<file path="src/rtl/strcmp_pkg.sv">
package strcmp_pkg;
  localparam int XLEN   = 64;
  localparam int BYTE_W = 8;
  localparam int HALF   = XLEN / 2;
  localparam int FLAG_W = 6;

  localparam int F_CF = 0;
  localparam int F_PF = 1;
  localparam int F_AF = 2;
  localparam int F_ZF = 3;
  localparam int F_SF = 4;
  localparam int F_OF = 5;

  typedef enum logic [1:0] {SZ_BYTE = 2'd0, SZ_WORD = 2'd1, SZ_DWORD = 2'd2, SZ_QWORD = 2'd3} elemSize_e;
  typedef enum logic [1:0] {REP_NONE = 2'd0, REP_EQ = 2'd1, REP_NE = 2'd2} repMode_e;

  typedef struct packed {
    logic      go;
    elemSize_e size;
    logic      addr32;
    repMode_e  rep;
  } stepCtl_t;
endpackage

</file>
<file path="src/rtl/strcmp_ctrl.sv">
module strcmp_ctrl
  import strcmp_pkg::*;
(
  input  logic              clk,
  input  logic              rstN,
  input  logic              byteValid,
  input  logic [BYTE_W-1:0] byteIn,
  input  logic              stepGo,
  input  logic              doneQ,
  input  logic              contQ,
  output logic              instValid,
  output elemSize_e         elemSize,
  output logic              addr32,
  output logic [2:0]        srcSeg,
  output repMode_e          repMode,
  output logic              illegal,
  output stepCtl_t          stepCtl
);
  localparam logic [2:0] SEG_DEFAULT = 3'd3;

  logic       pOsz, pAsz, pRexW;
  logic [2:0] pSeg;
  repMode_e   pRep;
  logic       retire, accept;

  assign retire = instValid && doneQ && !contQ;
  assign accept = byteValid && !instValid;

  always_comb begin
    stepCtl.go     = stepGo && instValid && !retire;
    stepCtl.size   = elemSize;
    stepCtl.addr32 = addr32;
    stepCtl.rep    = repMode;
  end

  always_ff @(posedge clk) begin
    if (!rstN) begin
      instValid <= 1'b0;
      elemSize  <= SZ_BYTE;
      addr32    <= 1'b0;
      srcSeg    <= SEG_DEFAULT;
      repMode   <= REP_NONE;
      illegal   <= 1'b0;
      pOsz      <= 1'b0;
      pAsz      <= 1'b0;
      pRexW     <= 1'b0;
      pSeg      <= SEG_DEFAULT;
      pRep      <= REP_NONE;
    end else begin
      illegal <= 1'b0;
      if (retire) instValid <= 1'b0;
      if (accept) begin
        // a REX byte is only kept while nothing else follows it
        pRexW <= 1'b0;
        casez (byteIn)
          8'b0100_????: pRexW <= byteIn[3];
          8'h66: pOsz <= 1'b1;
          8'h67: pAsz <= 1'b1;
          8'h26: pSeg <= 3'd0;
          8'h2E: pSeg <= 3'd1;
          8'h36: pSeg <= 3'd2;
          8'h3E: pSeg <= 3'd3;
          8'h64: pSeg <= 3'd4;
          8'h65: pSeg <= 3'd5;
          8'hF3: pRep <= REP_EQ;
          8'hF2: pRep <= REP_NE;
          8'hA6, 8'hA7: begin
            instValid <= 1'b1;
            // REX.W outranks the operand-size prefix
            elemSize  <= !byteIn[0] ? SZ_BYTE : pRexW ? SZ_QWORD : pOsz ? SZ_WORD : SZ_DWORD;
            addr32    <= pAsz;
            srcSeg    <= pSeg;
            repMode   <= pRep;
            pOsz      <= 1'b0;
            pAsz      <= 1'b0;
            pSeg      <= SEG_DEFAULT;
            pRep      <= REP_NONE;
          end
          default: begin
            illegal <= 1'b1;
            pOsz    <= 1'b0;
            pAsz    <= 1'b0;
            pSeg    <= SEG_DEFAULT;
            pRep    <= REP_NONE;
          end
        endcase
      end
    end
  end

  assert_byte_size_R1: assert property (@(posedge clk) disable iff (!rstN)
    (accept && byteIn == 8'hA6) |=> (instValid && elemSize == SZ_BYTE));

  assert_bad_byte_R8: assert property (@(posedge clk) disable iff (!rstN)
    (accept && byteIn == 8'h90) |=> (illegal && !instValid));

  assert_go_needs_inst_R13: assert property (@(posedge clk) disable iff (!rstN)
    stepCtl.go |-> instValid);
endmodule

</file>
<file path="src/rtl/strcmp_step.sv">
module strcmp_step
  import strcmp_pkg::*;
(
  input  logic              clk,
  input  logic              rstN,
  input  stepCtl_t          ctl,
  input  logic [XLEN-1:0]   opA,
  input  logic [XLEN-1:0]   opB,
  input  logic [XLEN-1:0]   rsiIn,
  input  logic [XLEN-1:0]   rdiIn,
  input  logic [XLEN-1:0]   rcxIn,
  input  logic              dirFlag,
  output logic              stepDone,
  output logic              executed,
  output logic [FLAG_W-1:0] flags,
  output logic [XLEN-1:0]   rsiOut,
  output logic [XLEN-1:0]   rdiOut,
  output logic [XLEN-1:0]   rcxOut,
  output logic              repContinue
);
  localparam logic [XLEN-1:0] LOW_MASK = {{HALF{1'b0}}, {HALF{1'b1}}};

  logic [XLEN-1:0]   widthMask, aM, bM, diff, delta, srcStep, dstStep, cntEff, cntDec, cntNext;
  logic [XLEN-1:0]   srcNext, dstNext;
  logic              aMsb, bMsb, dMsb, isRep, skip, zfN;
  logic [FLAG_W-1:0] flagsN;
  logic              addr32Q;

  always_comb begin
    unique case (ctl.size)
      SZ_BYTE:  begin widthMask = XLEN'(8'hFF);        aMsb = opA[7];  bMsb = opB[7];  end
      SZ_WORD:  begin widthMask = XLEN'(16'hFFFF);     aMsb = opA[15]; bMsb = opB[15]; end
      SZ_DWORD: begin widthMask = LOW_MASK;            aMsb = opA[31]; bMsb = opB[31]; end
      default:  begin widthMask = '1;                  aMsb = opA[63]; bMsb = opB[63]; end
    endcase
    aM   = opA & widthMask;
    bM   = opB & widthMask;
    diff = (aM - bM) & widthMask;
    unique case (ctl.size)
      SZ_BYTE:  dMsb = diff[7];
      SZ_WORD:  dMsb = diff[15];
      SZ_DWORD: dMsb = diff[31];
      default:  dMsb = diff[63];
    endcase
    zfN            = (diff == '0);
    flagsN[F_CF]   = aM < bM;
    flagsN[F_PF]   = ~^diff[7:0];
    flagsN[F_AF]   = opA[4] ^ opB[4] ^ diff[4];
    flagsN[F_ZF]   = zfN;
    flagsN[F_SF]   = dMsb;
    flagsN[F_OF]   = (aMsb != bMsb) && (dMsb != aMsb);

    delta   = XLEN'(1) << ctl.size;
    srcStep = dirFlag ? rsiIn - delta : rsiIn + delta;
    dstStep = dirFlag ? rdiIn - delta : rdiIn + delta;
    srcNext = ctl.addr32 ? (srcStep & LOW_MASK) : srcStep;
    dstNext = ctl.addr32 ? (dstStep & LOW_MASK) : dstStep;

    cntEff  = ctl.addr32 ? (rcxIn & LOW_MASK) : rcxIn;
    isRep   = ctl.rep != REP_NONE;
    skip    = isRep && (cntEff == '0);
    cntDec  = ctl.addr32 ? ((cntEff - 1'b1) & LOW_MASK) : (cntEff - 1'b1);
    cntNext = isRep ? cntDec : rcxIn;
  end

  always_ff @(posedge clk) begin
    if (!rstN) begin
      stepDone    <= 1'b0;
      executed    <= 1'b0;
      flags       <= '0;
      rsiOut      <= '0;
      rdiOut      <= '0;
      rcxOut      <= '0;
      repContinue <= 1'b0;
      addr32Q     <= 1'b0;
    end else begin
      stepDone <= ctl.go;
      if (ctl.go) begin
        addr32Q <= ctl.addr32;
        if (skip) begin
          executed    <= 1'b0;
          flags       <= '0;
          rsiOut      <= rsiIn;
          rdiOut      <= rdiIn;
          rcxOut      <= rcxIn;
          repContinue <= 1'b0;
        end else begin
          executed    <= 1'b1;
          flags       <= flagsN;
          rsiOut      <= srcNext;
          rdiOut      <= dstNext;
          rcxOut      <= cntNext;
          repContinue <= isRep && (cntDec != '0) && ((ctl.rep == REP_EQ) ? zfN : !zfN);
        end
      end
    end
  end

  assert_zero_flag_R9: assert property (@(posedge clk) disable iff (!rstN)
    (stepDone && executed && flags[F_ZF]) |-> (!flags[F_CF] && !flags[F_SF] && !flags[F_OF]));

  assert_equal_move_R10: assert property (@(posedge clk) disable iff (!rstN)
    (stepDone && executed) |->
      ((rsiOut[HALF-1:0] - $past(rsiIn[HALF-1:0])) == (rdiOut[HALF-1:0] - $past(rdiIn[HALF-1:0]))));

  assert_upper_zero_R11: assert property (@(posedge clk) disable iff (!rstN)
    (stepDone && executed && addr32Q) |-> (rsiOut[XLEN-1:HALF] == '0 && rdiOut[XLEN-1:HALF] == '0));

  assert_zero_count_R12: assert property (@(posedge clk) disable iff (!rstN)
    (ctl.go && ctl.rep != REP_NONE && rcxIn == '0) |=> (!executed && !repContinue));
endmodule

</file>
<file path="src/rtl/strcmp_unit.sv">
module strcmp_unit
  import strcmp_pkg::*;
(
  input  logic        clk,
  input  logic        rstN,
  input  logic        byteValid,
  input  logic [7:0]  byteIn,
  input  logic        stepGo,
  input  logic [63:0] opA,
  input  logic [63:0] opB,
  input  logic [63:0] rsiIn,
  input  logic [63:0] rdiIn,
  input  logic [63:0] rcxIn,
  input  logic        dirFlag,
  output logic        instValid,
  output logic [1:0]  elemSize,
  output logic        addr32,
  output logic [2:0]  srcSeg,
  output logic [1:0]  repMode,
  output logic        illegal,
  output logic        stepDone,
  output logic        executed,
  output logic [5:0]  flags,
  output logic [63:0] rsiOut,
  output logic [63:0] rdiOut,
  output logic [63:0] rcxOut,
  output logic        repContinue
);
  stepCtl_t  stepCtl;
  elemSize_e sizeQ;
  repMode_e  repQ;

  assign elemSize = sizeQ;
  assign repMode  = repQ;

  strcmp_ctrl u_ctrl (
    .clk(clk), .rstN(rstN), .byteValid(byteValid), .byteIn(byteIn), .stepGo(stepGo),
    .doneQ(stepDone), .contQ(repContinue), .instValid(instValid), .elemSize(sizeQ),
    .addr32(addr32), .srcSeg(srcSeg), .repMode(repQ), .illegal(illegal), .stepCtl(stepCtl)
  );

  strcmp_step u_step (
    .clk(clk), .rstN(rstN), .ctl(stepCtl), .opA(opA), .opB(opB), .rsiIn(rsiIn),
    .rdiIn(rdiIn), .rcxIn(rcxIn), .dirFlag(dirFlag), .stepDone(stepDone),
    .executed(executed), .flags(flags), .rsiOut(rsiOut), .rdiOut(rdiOut),
    .rcxOut(rcxOut), .repContinue(repContinue)
  );
endmodule

</file>
<file path="config.mk">
export PLATFORM = sky130hd
export DESIGN_NAME = strcmp_unit
export DESIGN_NICKNAME = d
export VERILOG_FILES = /design/src/rtl/strcmp_pkg.sv /design/src/rtl/strcmp_ctrl.sv /design/src/rtl/strcmp_step.sv /design/src/rtl/strcmp_unit.sv
export SDC_FILE = /design/constraint.sdc
export NUM_CORES = 1
export LEC_CHECK = 0
export ABC_AREA = 1
export BUFFER_PORTS_ARGS = -buffer_cell sky130_fd_sc_hd__buf_2
export CAP_MARGIN = 40
export CORE_AREA = 4 4 237 239
export CTS_CLUSTER_DIAMETER = 60
export DETAILED_ROUTE_END_ITERATION = 7
export DIE_AREA = 0 0 241 243
export PLACE_DENSITY_LB_ADDON = 0.08
export SKIP_LAST_GASP = 1
export SYNTH_ARGS = -nofsm -noshare
export SYNTH_HDL_FRONTEND = slang
export SYNTH_HIERARCHICAL = 1
export SYNTH_SLANG_ARGS = --single-unit
</file>
<file path="constraint.sdc">
create_clock -name clk -period 9.2 [get_ports clk]
set_input_delay 0.92 -clock clk [delete_from_list [all_inputs] [get_ports clk]]
set_output_delay 0.92 -clock clk [all_outputs]
set_load 0.02 [all_outputs]
</file>
* Word-level counts from Yosys, hierarchy flattened
Cells that the tools add are included.
** Operators by class
- Add/subtract/negate cells :: 6
- Order comparisons :: 1
- Equality and inequality tests :: 18
- Shifts and indexed selects :: 1
- Mux-type cells :: 30
- Bitwise logic cells :: 9
- Reductions and logical operators :: 31
** Operator list (count)
- $mux 64 :: 10
- $and 64x64->64 :: 3
- $pmux 64 s3 :: 1
- $sub 64x64->64 :: 3
- $add 64x64->64 :: 2
- $logic_not 64->1 :: 2
- $lt 64x64->1 :: 1
- $reduce_bool 64->1 :: 1
- $shl 1x2->64 const A :: 1
- $sub 64x1->64 const B :: 1
- $eq 8x6->1 const B :: 4
- $eq 8x7->1 const B :: 4
- $eq 8x8->1 const B :: 4
- $reduce_or 10->1 :: 2
- $pmux 3 s6 :: 1
- $reduce_or 13->1 :: 1
- $reduce_and 2->1 :: 6
- $logic_and 1x1->1 :: 9
- $pmux 1 s3 :: 3
- $reduce_or 9->1 :: 1
- $mux 1 :: 8
- $reduce_xnor 8->1 :: 1
- $mux 2 :: 3
- $mux 6 :: 1
- other kinds (13) :: 23
** Word-level totals
- Register bits after elaboration :: 219
- Output and inout bits :: 211
- Logic and storage cells :: 114

* Logic depth before layout (Yosys ltp)
- Word-level depth :: 10
- Mapped depth :: 29

* Hierarchy
Netlist, hierarchy kept.
** Modules (own cells, without submodules)
- strcmp_step :: instances 1, cells an instance 4808, area each 26256.4 um^2
- strcmp_ctrl :: instances 1, cells an instance 165, area each 1043.5 um^2

* Worst setup path before layout
No wires, ideal clock.
- Kind :: flip-flop to flip-flop
- Start :: register u_ctrl.elemSize[1]
- End :: register u_step.rdiOut[45]
- Library setup time :: 0.119 ns
- Data arrival time :: 7.462 ns
- Path slack :: 1.619 ns
- Cell stages (with the launch flop) :: 26
- Buffers on the path :: 3
- Cells stage by stage :: dfxtp_1 buf_4 clkbuf_1 nor2_1 inv_1 clkbuf_1 ha_1 inv_1 o21ai_0 ha_1 a21oi_1 a21boi_0 o21ai_0 nand2_1 nand2_1 nand2_1 nand2_1 nand2_1 nand2_1 nand2_1 nand2_1 nand2_1 nand2_1 or2_2 nand3_1 a21oi_1
** On the way
- Longest elaborated chain between the ends :: 5
** Ends and longest elaborated chain
- from (decl) :: line strcmp_ctrl.sv:12 : output elemSize_e elemSize,
- from (signal assigned) :: line strcmp_ctrl.sv:70 : elemSize <= !byteIn[0] ? SZ_BYTE : pRexW ? SZ_QWORD : pOsz ? SZ_WORD : SZ_DWORD;
- $shl 1x2->64 * :: line strcmp_step.sv:53 : delta = XLEN'(1) << ctl.size;
- $add 64x64->64 / $sub 64x64->64 (equally long branches) :: line strcmp_step.sv:55 : dstStep = dirFlag ? rdiIn - delta : rdiIn + delta;
- $mux 64 * :: line strcmp_step.sv:55
- $mux 64 * :: line strcmp_step.sv:57 : dstNext = ctl.addr32 ? (dstStep & LOW_MASK) : dstStep;
- $mux 64 * :: line strcmp_step.sv:80 : if (skip) begin
- to (signal assigned) :: line strcmp_step.sv:84 : rdiOut <= rdiIn;
- to (signal assigned) :: line strcmp_step.sv:91 : rdiOut <= dstNext;
- to (decl) :: line strcmp_step.sv:17 : output logic [XLEN-1:0] rdiOut,
Mark *: on every way between the ends. The rest lies on a longest branch, timed or not.
A chain may end at the register's enable or synchronous reset.

* Final worst setup path
- Start :: register u_ctrl.elemSize[0]
- End :: register u_step.rsiOut[47]
** On the way
- Longest elaborated chain between the ends :: 5
** Ends and longest elaborated chain
- $shl 1x2->64 * :: line strcmp_step.sv:53
- $add 64x64->64 / $sub 64x64->64 (equally long branches) :: line strcmp_step.sv:54 : srcStep = dirFlag ? rsiIn - delta : rsiIn + delta;
- $mux 64 * :: line strcmp_step.sv:54
- $mux 64 * :: line strcmp_step.sv:56 : srcNext = ctl.addr32 ? (srcStep & LOW_MASK) : srcStep;
- $mux 64 * :: line strcmp_step.sv:80
- to (signal assigned) :: line strcmp_step.sv:83 : rsiOut <= rsiIn;
- to (signal assigned) :: line strcmp_step.sv:90 : rsiOut <= srcNext;
- to (decl) :: line strcmp_step.sv:16 : output logic [XLEN-1:0] rsiOut,
Marked as above.

==> flow_summary.ini <==
[finish]
layout.cell_area.non_filler_um2 = 31600
drive_above_1_share = 0.129
final_cell_mix = 1473 x nand2_1, 774 x inv_1, 562 x a21oi_1
finalNetCount = 5965
n_fill_cell = 5790
syn2layout_area_growth_pct = 15.8
layout.cells.most_common = nand2_1

[logic_synthesis]
netlist_area_um2 = 27300
syn-instance-count = 4973
synthDistinctLibCells = 53
yosysWarnings = 6
synth_fp_nets = 5506
synth.top_cells.by_area = nand2_1 20%, dfxtp_1 16%, inv_1 11%
synth.largest_area_cell = nand2_1
synth_top_area_frac = 0.203
asyncSetResetFlopFracSynth = 0
yosys_register_bits = 219
ys.flop_type = dfxtp_1
postSynthAreaPerCell_um2 = 5.49
synth_sequential_area_ratio = 0.161
synth-edff-count = 0

[clocking]
tritoncts_num_sinks = 219
cts.repair_timing.setup_buffer_count = 0
postCtsHoldBufs = 0
worstSkewPairLatency_ps = 590
clockRootBuffer = clkbuf_16
cts-resized-gates = 0
tritoncts = built
clock_tree.htree_level_count = 1
clock_path_buffers = 3
cts_made_buffers = 30
cts.clk_slew.worst_paths_ps = 60

[place]
dpl.hpwl_mm = 92.4
post_dp_cell_area_um2 = 30500
io_buffer_count = 543
gpl.final_weighted_congestion = 1.05

[timing]
finalMaxSlewViolations = 0
layout_worst_path_cycle_share = 0.558
setup_total_negative_slack_ps = 0
timing.final.hold_violations = 0
slew_headroom = 0.364
worst_clock_skew_ps = 21.2
finalHoldWorstSlack_ps = 459
minimum_clock_period_after_layout_ps = 5140
fmax_ghz = 0.195
setup_viol = 0
grt_setup_unrepaired = no
timing_worst_slew_pin_value_ps = 953

[global_routing]
first_pass_grt_wire_length_mm = 170
globalRouteOverflowTotal = 0
grt_pass1_vias = 30700
grt_max_degree = 117
grt_antenna_before_repair = 21
grtUsageTotal = 0.363

[power]
worst_vdd_drop_mv = 0.147
tot_pwr_mw = 3.26
cellPowerDensity_nw_per_um2 = 103
power_leakage_nw = 16.9

[setup_path]
worst_path_maximum_fanout = 60
timing_worst_setup_path_type = flip-flop to flip-flop
cp-start-kind = flip-flop
arrival_ps = 5640
timing.critical_path.mode_cell = nand2_1
critPathMaxStageDelay_ps = 650
timing.critical_path.to_type = flip-flop
timing.critical_path.slowest_stage_cell = nor2_2
crit_chain = nor2_2, inv_1, ha_1, inv_1, o21ai_4, buf_4, ha_1, nand2_1, o21ai_0, a21oi_1, o21bai_1, nand2_1, nand2_1, nand2_1, a21oi_1, nand2_1, nand2_1, a21oi_1, a21oi_1, o21ai_0, a21oi_1
cp.required_ps = 9710

[run_status]
run_status = finished, violations left
violations_in_the_final_reports = DRC

[route]
drt-pass1-iter-count = 8
drt-total-wl_mm = 113
routed-via-count = 33900
remaining_drc_errors = 2
route.antenna.remaining_nets = 0
drt-vias-per-instance = 5.50
route.detailed.wl_per_inst_um = 18.3
first_iter_violations = 2863

[flow_run]
drv_cap = 0

[die]
floorplan.initialDensity = 0.507
design.portCount = 544
die-area_um2 = 58600
placeableCoreArea_um2 = 53800
chipWidth_um = 241
die-height_um = 243
placement_rows = 85

[worst_hold_path]
holdCritPathClass = flip-flop to flip-flop
[Yosys cell counts, drive strengths merged (30+ instances only)]
cell    number
nand2     1481
inv        796
buf         47
clkbuf      88
nand4       56
nand3      246
a31oi       30
xor2        53
a21oi      563
o211ai      48
o21ai      355
xnor2       61
ha         197
nor2       533
dfxtp      219
nor3        44
[logic make-up (layout without fill, tap and decap cells)]
kind of cell             after synthesis  after routing  synth area share
AND/OR/NAND/NOR                     2422           2422             0.364
AO/OA/AOI/OAI                       1086           1086             0.215
buffers and inverters                932           1414             0.132
flip-flops                           219            219             0.161
adder cells (fa/ha/maj)              200            200            0.0925
XOR/XNOR                             114            114            0.0366
other                                  0             14                 0
[critical path: cells and delay by family (launching register included)]
family,cells,cell delay (ps)
flip-flops,1,400
buffers and inverters,3,970
AND/OR/NAND/NOR,7,1320
adder cells (fa/ha/maj),2,850
AO/OA/AOI/OAI,9,1520
[routing by layer]
layer,wire length [µm],vias to the layer above,GRT usage
met1,45400,15200,0.453
li1,-,17000,-
met3,9660,308,0.0624
met4,6440,12,0.181
met5,72,-,0
met2,51400,1485,0.602
[final timing paths]
kind,startpoint,end,slack (ps),depth (start not counted)
setup reg to reg,u_ctrl/elemSize[0]$_SDFFE_PN0P_,u_step/rsiOut[47]$_SDFFE_PN0P_,4060,21
hold reg to reg,u_step/flags[1]$_SDFFE_PN0P_,u_step/flags[1]$_SDFFE_PN0P_,460,2
setup / recovery,u_ctrl/elemSize[0]$_SDFFE_PN0P_,u_step/rsiOut[47]$_SDFFE_PN0P_,4060,21
hold / removal,u_step/flags[1]$_SDFFE_PN0P_,u_step/flags[1]$_SDFFE_PN0P_,460,2
[layout make-up]
type,instances,area (µm²),share of cell area
clock inverters,19,253,0.00800
well taps,696,871,0.0276
clock buffers,36,845,0.0267
repair buffers,562,2870,0.0909
multi-input cells,3822,19300,0.612
diodes,14,35.0,0.00111
flip-flops and latches,219,4390,0.139
inverters,797,3000,0.0950
[report_power, final]
| group | internal (mW) | total [mW] | switching, mW |
|---|---|---|---|
| Combinational | 0.351 | 1.01 | 0.664 |
| Clock | 0.797 | 1.29 | 0.496 |
| Sequential | 0.952 | 0.954 | 0.00213 |
[through the flow]
step	std cells	utilization	worst slack, ps
after detailed placement	6096	0.566	4260
after CTS	6151	0.587	4230
after global placement	6095	0.566	4420
after floorplan	4973	-	1620
final	6165	0.587	4060
after global routing	6163	0.587	3780
[flip-flops by register name, summed over array words and instances (netlist names), 2 cells and up]
| register | count |
|---|---|
| u_ctrl/pRep | 2 |
| u_ctrl/elemSize | 2 |
| u_ctrl/repMode | 2 |
| u_step/rsiOut | 64 |
| u_ctrl/pSeg | 3 |
| u_step/rdiOut | 64 |
| u_step/flags | 6 |
| u_step/rcxOut | 64 |
| u_ctrl/srcSeg | 3 |
Power figures use the tool's default switching activity.
